## src/rtl/bbwv_pkg.sv

```systemverilog
package bbwv_pkg;

    typedef enum logic [2:0] {
        ST_IDLE,
        ST_WR_CMD,
        ST_RB_CMD,
        ST_VERIFY_WAIT,
        ST_RETRY_WAIT,
        ST_RD_CMD,
        ST_RD_WAIT,
        ST_FINISH
    } ctrl_state_e;

    typedef enum logic [1:0] {
        CMD_NONE,
        CMD_WRITE,
        CMD_READBACK
    } bb_cmd_e;

endpackage

```

## src/rtl/bbwv_us_timer.sv

```systemverilog
module bbwv_us_timer #(
    parameter int TICKS_PER_US = 100,
    parameter int LOAD_W       = 4
) (
    input  logic              clk,
    input  logic              rst_n,
    input  logic              start,
    input  logic [LOAD_W-1:0] load_us,
    output logic              expire,
    output logic              running
);
    localparam int PRE_W = (TICKS_PER_US > 1) ? $clog2(TICKS_PER_US) : 1;

    logic [LOAD_W-1:0] rem_q;
    logic              run_q;
    logic              us_tick;

    generate
        if (TICKS_PER_US > 1) begin : g_prescale
            logic [PRE_W-1:0] pre_q;
            assign us_tick = run_q && (pre_q == PRE_W'(TICKS_PER_US - 1));
            always_ff @(posedge clk or negedge rst_n) begin
                if (!rst_n) begin
                    pre_q <= '0;
                end else if (start || us_tick) begin
                    pre_q <= '0;
                end else if (run_q) begin
                    pre_q <= pre_q + 1'b1;
                end
            end
        end else begin : g_direct
            assign us_tick = run_q;
        end
    endgenerate

    always_ff @(posedge clk or negedge rst_n) begin
        if (!rst_n) begin
            run_q <= 1'b0;
            rem_q <= '0;
        end else if (start) begin
            run_q <= 1'b1;
            rem_q <= load_us;
        end else if (us_tick) begin
            rem_q <= rem_q - 1'b1;
            if (rem_q == LOAD_W'(1)) begin
                run_q <= 1'b0;
            end
        end
    end

    assign expire  = us_tick && (rem_q == LOAD_W'(1));
    assign running = run_q;

    // a wait must be at least one microsecond long
    a_r4_nonzero_load: assert property (@(posedge clk) disable iff (!rst_n)
        start |-> (load_us != '0));

    // the loaded count is the one requested
    a_r4_load_taken: assert property (@(posedge clk) disable iff (!rst_n)
        start |=> (run_q && rem_q == $past(load_us)));

endmodule

```

## src/rtl/bbwv_attempt_ctr.sv

```systemverilog
module bbwv_attempt_ctr #(
    parameter int MAX_ATTEMPTS = 50,
    localparam int CNT_W       = $clog2(MAX_ATTEMPTS + 1)
) (
    input  logic             clk,
    input  logic             rst_n,
    input  logic             clear,
    input  logic             bump,
    output logic [CNT_W-1:0] count,
    output logic             last
);
    logic [CNT_W-1:0] cnt_q;

    always_ff @(posedge clk or negedge rst_n) begin
        if (!rst_n) begin
            cnt_q <= '0;
        end else if (clear) begin
            cnt_q <= '0;
        end else if (bump) begin
            cnt_q <= cnt_q + 1'b1;
        end
    end

    assign count = cnt_q;
    assign last  = (cnt_q == CNT_W'(MAX_ATTEMPTS));

    // no attempt is started once the budget is spent
    a_r6_no_overrun: assert property (@(posedge clk) disable iff (!rst_n)
        bump |-> (cnt_q < CNT_W'(MAX_ATTEMPTS)));

endmodule

```

## src/rtl/bbwv_cmd_fmt.sv

```systemverilog
module bbwv_cmd_fmt
    import bbwv_pkg::*;
#(
    parameter int ADDR_W = 7,
    parameter int DATA_W = 8
) (
    input  bb_cmd_e            cmd,
    input  logic [ADDR_W-1:0]  addr,
    input  logic [DATA_W-1:0]  data,
    output logic               strobe,
    output logic               wen,
    output logic [ADDR_W-1:0]  cmd_addr,
    output logic [DATA_W-1:0]  cmd_wdata
);
    always_comb begin
        cmd_addr = addr;
        unique case (cmd)
            CMD_WRITE: begin
                strobe    = 1'b1;
                wen       = 1'b1;
                cmd_wdata = data;
            end
            CMD_READBACK: begin
                strobe    = 1'b1;
                wen       = 1'b0;
                cmd_wdata = '1;
            end
            default: begin
                strobe    = 1'b0;
                wen       = 1'b0;
                cmd_wdata = '1;
            end
        endcase
    end

endmodule

```

## src/rtl/bbreg_wv_ctrl.sv

```systemverilog
module bbreg_wv_ctrl
    import bbwv_pkg::*;
#(
    parameter int ADDR_W       = 7,
    parameter int DATA_W       = 8,
    parameter int TICKS_PER_US = 100,
    parameter int VERIFY_US    = 1,
    parameter int RETRY_US     = 1,
    parameter int READ_US      = 10,
    parameter int MAX_ATTEMPTS = 50
) (
    input  logic                               clk,
    input  logic                               rst_n,
    input  logic                               req_valid,
    output logic                               req_ready,
    input  logic                               req_write,
    input  logic [ADDR_W-1:0]                  req_addr,
    input  logic [DATA_W-1:0]                  req_data,
    output logic                               done,
    output logic                               done_timeout,
    output logic [DATA_W-1:0]                  done_rdata,
    output logic [$clog2(MAX_ATTEMPTS+1)-1:0]  done_attempts,
    output logic                               bb_strobe,
    output logic                               bb_wen,
    output logic [ADDR_W-1:0]                  bb_addr,
    output logic [DATA_W-1:0]                  bb_wdata,
    input  logic [DATA_W-1:0]                  bb_rdata
);
    localparam int CNT_W  = $clog2(MAX_ATTEMPTS + 1);
    localparam int US_MAX = (READ_US > VERIFY_US)
                          ? ((READ_US > RETRY_US) ? READ_US : RETRY_US)
                          : ((VERIFY_US > RETRY_US) ? VERIFY_US : RETRY_US);
    localparam int LOAD_W = $clog2(US_MAX + 1);

    ctrl_state_e       state_q, state_d;
    bb_cmd_e           cmd;
    logic [ADDR_W-1:0] addr_q;
    logic [DATA_W-1:0] data_q;
    logic              write_q;
    logic              accept;
    logic              tmr_start;
    logic [LOAD_W-1:0] tmr_load;
    logic              tmr_expire;
    logic              tmr_running;
    logic [CNT_W-1:0]  att_count;
    logic              att_last;
    logic              mismatch;
    logic              finish_set;

    assign accept   = (state_q == ST_IDLE) && req_valid;
    assign mismatch = (bb_rdata != data_q);

    // state register
    always_ff @(posedge clk or negedge rst_n) begin
        if (!rst_n) begin
            state_q <= ST_IDLE;
        end else begin
            state_q <= state_d;
        end
    end

    // next state and timer control
    always_comb begin
        state_d   = state_q;
        tmr_start = 1'b0;
        tmr_load  = LOAD_W'(VERIFY_US);
        unique case (state_q)
            ST_IDLE: begin
                if (req_valid) begin
                    state_d = req_write ? ST_WR_CMD : ST_RD_CMD;
                end
            end
            ST_WR_CMD: begin
                state_d = ST_RB_CMD;
            end
            ST_RB_CMD: begin
                state_d   = ST_VERIFY_WAIT;
                tmr_start = 1'b1;
                tmr_load  = LOAD_W'(VERIFY_US);
            end
            ST_VERIFY_WAIT: begin
                if (tmr_expire) begin
                    if (!mismatch || att_last) begin
                        state_d = ST_FINISH;
                    end else begin
                        state_d   = ST_RETRY_WAIT;
                        tmr_start = 1'b1;
                        tmr_load  = LOAD_W'(RETRY_US);
                    end
                end
            end
            ST_RETRY_WAIT: begin
                if (tmr_expire) begin
                    state_d = ST_WR_CMD;
                end
            end
            ST_RD_CMD: begin
                state_d   = ST_RD_WAIT;
                tmr_start = 1'b1;
                tmr_load  = LOAD_W'(READ_US);
            end
            ST_RD_WAIT: begin
                if (tmr_expire) begin
                    state_d = ST_FINISH;
                end
            end
            ST_FINISH: begin
                state_d = ST_IDLE;
            end
            default: begin
                state_d = ST_IDLE;
            end
        endcase
    end

    assign finish_set = (state_d == ST_FINISH) && (state_q != ST_FINISH);

    // outputs and captured request
    always_ff @(posedge clk or negedge rst_n) begin
        if (!rst_n) begin
            addr_q        <= '0;
            data_q        <= '0;
            write_q       <= 1'b0;
            done_timeout  <= 1'b0;
            done_rdata    <= '0;
            done_attempts <= '0;
        end else begin
            if (accept) begin
                addr_q  <= req_addr;
                data_q  <= req_data;
                write_q <= req_write;
            end
            if (finish_set) begin
                done_timeout  <= write_q && mismatch;
                done_rdata    <= bb_rdata;
                done_attempts <= write_q ? att_count : '0;
            end
        end
    end

    always_comb begin
        unique case (state_q)
            ST_WR_CMD:            cmd = CMD_WRITE;
            ST_RB_CMD, ST_RD_CMD: cmd = CMD_READBACK;
            default:              cmd = CMD_NONE;
        endcase
    end

    assign req_ready = (state_q == ST_IDLE);
    assign done      = (state_q == ST_FINISH);

    bbwv_us_timer #(
        .TICKS_PER_US (TICKS_PER_US),
        .LOAD_W       (LOAD_W)
    ) u_timer (
        .clk     (clk),
        .rst_n   (rst_n),
        .start   (tmr_start),
        .load_us (tmr_load),
        .expire  (tmr_expire),
        .running (tmr_running)
    );

    bbwv_attempt_ctr #(
        .MAX_ATTEMPTS (MAX_ATTEMPTS)
    ) u_attempts (
        .clk   (clk),
        .rst_n (rst_n),
        .clear (accept),
        .bump  (state_q == ST_WR_CMD),
        .count (att_count),
        .last  (att_last)
    );

    bbwv_cmd_fmt #(
        .ADDR_W (ADDR_W),
        .DATA_W (DATA_W)
    ) u_fmt (
        .cmd       (cmd),
        .addr      (addr_q),
        .data      (data_q),
        .strobe    (bb_strobe),
        .wen       (bb_wen),
        .cmd_addr  (bb_addr),
        .cmd_wdata (bb_wdata)
    );

    // an accepted request makes the controller busy
    a_r1_busy_after_accept: assert property (@(posedge clk) disable iff (!rst_n)
        (req_valid && req_ready) |=> !req_ready);

    // a write word is always followed by a readback of the same address
    a_r3_readback_follows: assert property (@(posedge clk) disable iff (!rst_n)
        (bb_strobe && bb_wen) |=> (bb_strobe && !bb_wen && bb_addr == $past(bb_addr)));

    // the end of a retry gap reissues the write word
    a_r5_retry_rewrites: assert property (@(posedge clk) disable iff (!rst_n)
        (state_q == ST_RETRY_WAIT && tmr_expire) |=> (bb_strobe && bb_wen));

    // waiting states are always backed by a running timer
    a_r4_wait_timed: assert property (@(posedge clk) disable iff (!rst_n)
        (state_q == ST_VERIFY_WAIT || state_q == ST_RETRY_WAIT || state_q == ST_RD_WAIT)
        |-> tmr_running);

    // completion is a single-cycle pulse
    a_r8_done_one_cycle: assert property (@(posedge clk) disable iff (!rst_n)
        done |=> !done);

endmodule

```

## config.mk

```make
export PLATFORM = sky130hd
export DESIGN_NAME = bbreg_wv_ctrl
export DESIGN_NICKNAME = d
export VERILOG_FILES = /design/src/rtl/bbwv_pkg.sv /design/src/rtl/bbwv_us_timer.sv /design/src/rtl/bbwv_attempt_ctr.sv /design/src/rtl/bbwv_cmd_fmt.sv /design/src/rtl/bbreg_wv_ctrl.sv
export SDC_FILE = /design/constraint.sdc
export NUM_CORES = 1
export LEC_CHECK = 0
export BUFFER_PORTS_ARGS = -buffer_cell sky130_fd_sc_hd__buf_2
export CAP_MARGIN = 20
export CORE_MARGIN = 1.5
export CORE_UTILIZATION = 57
export DETAILED_ROUTE_END_ITERATION = 7
export PLACE_DENSITY_LB_ADDON = 0.15
export SLEW_MARGIN = 10
export SYNTH_ARGS = -nofsm -noshare
export SYNTH_HDL_FRONTEND = slang
export SYNTH_SLANG_ARGS = --single-unit
```

## constraint.sdc

```tcl
create_clock -name clk -period 6.12 [get_ports clk]
set_input_delay 0.918 -clock clk [delete_from_list [all_inputs] [get_ports clk]]
set_output_delay 0.918 -clock clk [all_outputs]
set_load 0.005 [all_outputs]
```

==> results.yml <==
placed_design:
  placed_cells: 321
  routabilityCongestion: 0.900
  numPortBuffers: 60
  pre_cts_slack_ns: 3.19
  detailed_place_hpwl_mm: 3.31
cells_and_area:
  antennaDiodeCount: 0
  multi_input_area_um2: 1150
  area_delta_synth_final_pct: 16.8
  num-nets-final: 309
  drive_gt1_share_pct: 36.6
  utilization_pct: 68.5
  fin_cells: 328
  sequential_cell_area_um2: 1300
  layout.filler_cells: 335
setup_path:
  cp-start-kind: "flip-flop"
  cp_data_required_time_ns: 5.20
  crit_arrival_ns: 2.18
  r2r_cells: 8
  worst-path-max-fanout: 10
  element_type_at_the_critical_path_end: "output pin"
  timing_worst_setup_path_type: "flip-flop to output pin"
route:
  met3_length_um: 234
  routed.top_layer: "met4"
  drt_iter0_drc: 48
  vias: 1714
  routed_via_density: 5.23
  met2WireLength_mm: 2.11
  wl_met1_mm: 2.21
  final_antenna_net_count: 0
  drt_pass1_iterations: 4
  detailed_route_drc_error_count: 0
  wire_per_inst_um: 14.0
  totalWireLength_mm: 4.58
global_routing:
  total_global_routing_overflow: 0
  grt_pass1_wl_mm: 7.91
  antenna_violations_before_repair: 0
  grt_max_degree: 53
  via_count_of_the_first_global_routing_pass: 1776
  gr-usage-all-layers_pct: 20.4
cts:
  clock_tree.buffer_depth: 2
  clock_sinks: 52
  post_cts_resize_count: 0
  cts_root_buffer: "sky130_fd_sc_hd__clkbuf_8"
  tritoncts.num_buffers: 5
  cts_hold_buf: 0
  insertion_delay_ns: 0.29
  htreeDepth: 2
  post_cts_buffers: 0
  clkSlewWorstSetupHoldPaths_ns: 0.09
  tritoncts: "yes"
logic_synthesis:
  ys_ff_latch: 52
  syn_area_um2: 2540
  synth_ff_type: "sky130_fd_sc_hd__dfrtp_1"
  yosys_warning_total: 0
  yosysUniqueCellTypes: 42
  synth_async_sr_flop_share_pct: 100
  syn_nets: 249
  syn_inst: 216
  synth_enable_flop_cells: 0
  synth_sequential_area_ratio_pct: 51.3
  avgSynthCellArea_um2: 11.7
status:
  run_status: "completed"
timing:
  slew_headroom_pct: 37.2
  period_needed_ns: 3.10
  setup_viol: 0
  maxClockFrequency_mhz: 322
  timing_worst_slew_pin_value_ns: 0.942
  grt_setup_unrepaired: "false"
  finClkSkew_ns: 0.00809
  drv_slew: 0
  timing_hold_violations_final: 0
  setup_total_negative_slack_ns: 0
  fin_ws_ns: 3.02
  timing.final.crit_share_pct: 50.7
die:
  start_util_pct: 58.7
  floorplan.die_area_um2: 4860
  floorplan.core_area_um2: 4320
  num_io_pins: 61
  std_cell_rows: 24
  floorplan.die.width_um: 69.7
  die_height_um: 69.7
worst_hold_path:
  whs_path_depth: 1
  holdCritPathClass: "flip-flop to flip-flop"
pwr:
  vdd_ir_drop_max_uv: 224
  power-per-cell-area_nw_per_um2: 383
  leakage_nw: 1.46
job:
  maxCapViolations: 0
## placed cells by master, fill, tap and decap left out, drive strengths merged, types with 2 or more instances in the layout
cell type and instances:
a21o 2, nor4 2, buf 61, a211oi 2, dfrtp 52, mux2i 8
xor2 15, clkbuf 7, a21oi 2, or2 2, o221ai 2, ha 6
xnor2 6, o22a 2, nor3 3, nand2b 11, nand4 3, inv 12
nor2 24, mux2 25, nand2 13, nand3 3
## layout make-up
class / instances / share of cell area [%]
clock buffer: 7 / 3.25
inverter: 12 / 1.52
multi-input combinational: 144 / 38.8
sequential: 52 / 43.9
tap: 52 / 2.20
timing repair buffer: 61 / 10.4
## path summary, 6_finish.rpt
path / endpoint / start / slack [ns]
worst max-delay path: bb_wdata[2] / state_q[1] / 3.02
worst min-delay path: done_timeout / done_timeout / 0.51
worst max register to register: done_rdata[7] / u_timer.rem_q[1] / 3.53
worst min register to register: done_timeout / done_timeout / 0.51
max in group asynchronous: u_timer.g_prescale.pre_q[2] / rst_n / 4.96
min in group asynchronous: u_timer.g_prescale.pre_q[6] / rst_n / 0.72
## routing by layer
layer  GRT usage (%)  vias up
met1            27.7      818
li1                -      844
met3            4.94        2
met4            4.49        0
met2            33.5       50
met5               0        -
## flip-flops by register name, summed over array words and instances (netlist names)
register                  cells
data_q                        8
done_rdata                    8
addr_q                        7
u_timer.g_prescale.pre_q      7
done_attempts                 6
u_attempts.count              6
u_timer.rem_q                 4
state_q                       3
done_timeout                  1
u_timer.running               1
write_q                       1
## where the power goes
| group | total, mW | internal [mW] | switching (mW) |
|---|---|---|---|
| combinational | 0.356 | 0.200 | 0.156 |
| clock | 0.202 | 0.101 | 0.101 |
| sequential | 0.577 | 0.474 | 0.103 |
## kinds of logic (layout without fill, tap and decap cells)
logic type	count (synthesis)	count (layout)	share of synthesized area (%)
AO/OA/AOI/OAI	15	15	5.57
XOR/XNOR	21	21	7.25
adder cells (fa/ha/maj)	6	6	2.96
buffers and inverters	20	80	3.45
flip-flops	52	52	51.3
multiplexers	33	33	14.8
AND/OR/NAND/NOR	69	69	14.6
## worst max-delay path: stages, from the launching register on
cell	delay [ns]
sky130_fd_sc_hd__dfrtp_1	0.48
sky130_fd_sc_hd__nor3b_1	0.67
sky130_fd_sc_hd__ha_1	0.50
sky130_fd_sc_hd__nand2b_1	0.10
sky130_fd_sc_hd__buf_2	0.14
## metrics by stage
stage          instance area [um2]  hold slack (ns)  total power, mW
2_1_floorplan                 2540            0.475            0.800
3_3_place_gp                  2870            0.474            0.930
3_5_place_dp                  2870            0.486            0.940
4_1_cts                       2960            0.509             1.15
5_1_grt                       2960            0.531             1.22
6_report                      2960            0.505             1.13
## cells in the mapped netlist, types with 2 or more instances
library cell / instances / area (um2)
sky130_fd_sc_hd__ha_1: 6 / 75.1
sky130_fd_sc_hd__nor2_1: 24 / 90.1
sky130_fd_sc_hd__nand2b_1: 11 / 68.8
sky130_fd_sc_hd__nand3_1: 2 / 10.0
sky130_fd_sc_hd__nor4_2: 2 / 25.0
sky130_fd_sc_hd__a21oi_1: 2 / 10.0
sky130_fd_sc_hd__nand2_1: 13 / 48.8
sky130_fd_sc_hd__mux2_1: 2 / 22.5
sky130_fd_sc_hd__mux2_2: 19 / 214
sky130_fd_sc_hd__buf_1: 2 / 7.51
sky130_fd_sc_hd__mux2_4: 4 / 60.1
sky130_fd_sc_hd__o22a_1: 2 / 17.5
sky130_fd_sc_hd__dfrtp_1: 52 / 1300
sky130_fd_sc_hd__o221ai_2: 2 / 30.0
sky130_fd_sc_hd__nand4_1: 3 / 18.8
sky130_fd_sc_hd__xnor2_1: 6 / 52.6
sky130_fd_sc_hd__mux2i_1: 8 / 80.1
sky130_fd_sc_hd__nor3_1: 3 / 15.0
sky130_fd_sc_hd__inv_1: 12 / 45.0
sky130_fd_sc_hd__a21o_1: 2 / 15.0
sky130_fd_sc_hd__xor2_1: 15 / 131
sky130_fd_sc_hd__clkbuf_1: 4 / 15.0
Note: power is estimated with default switching activity, not from simulation.
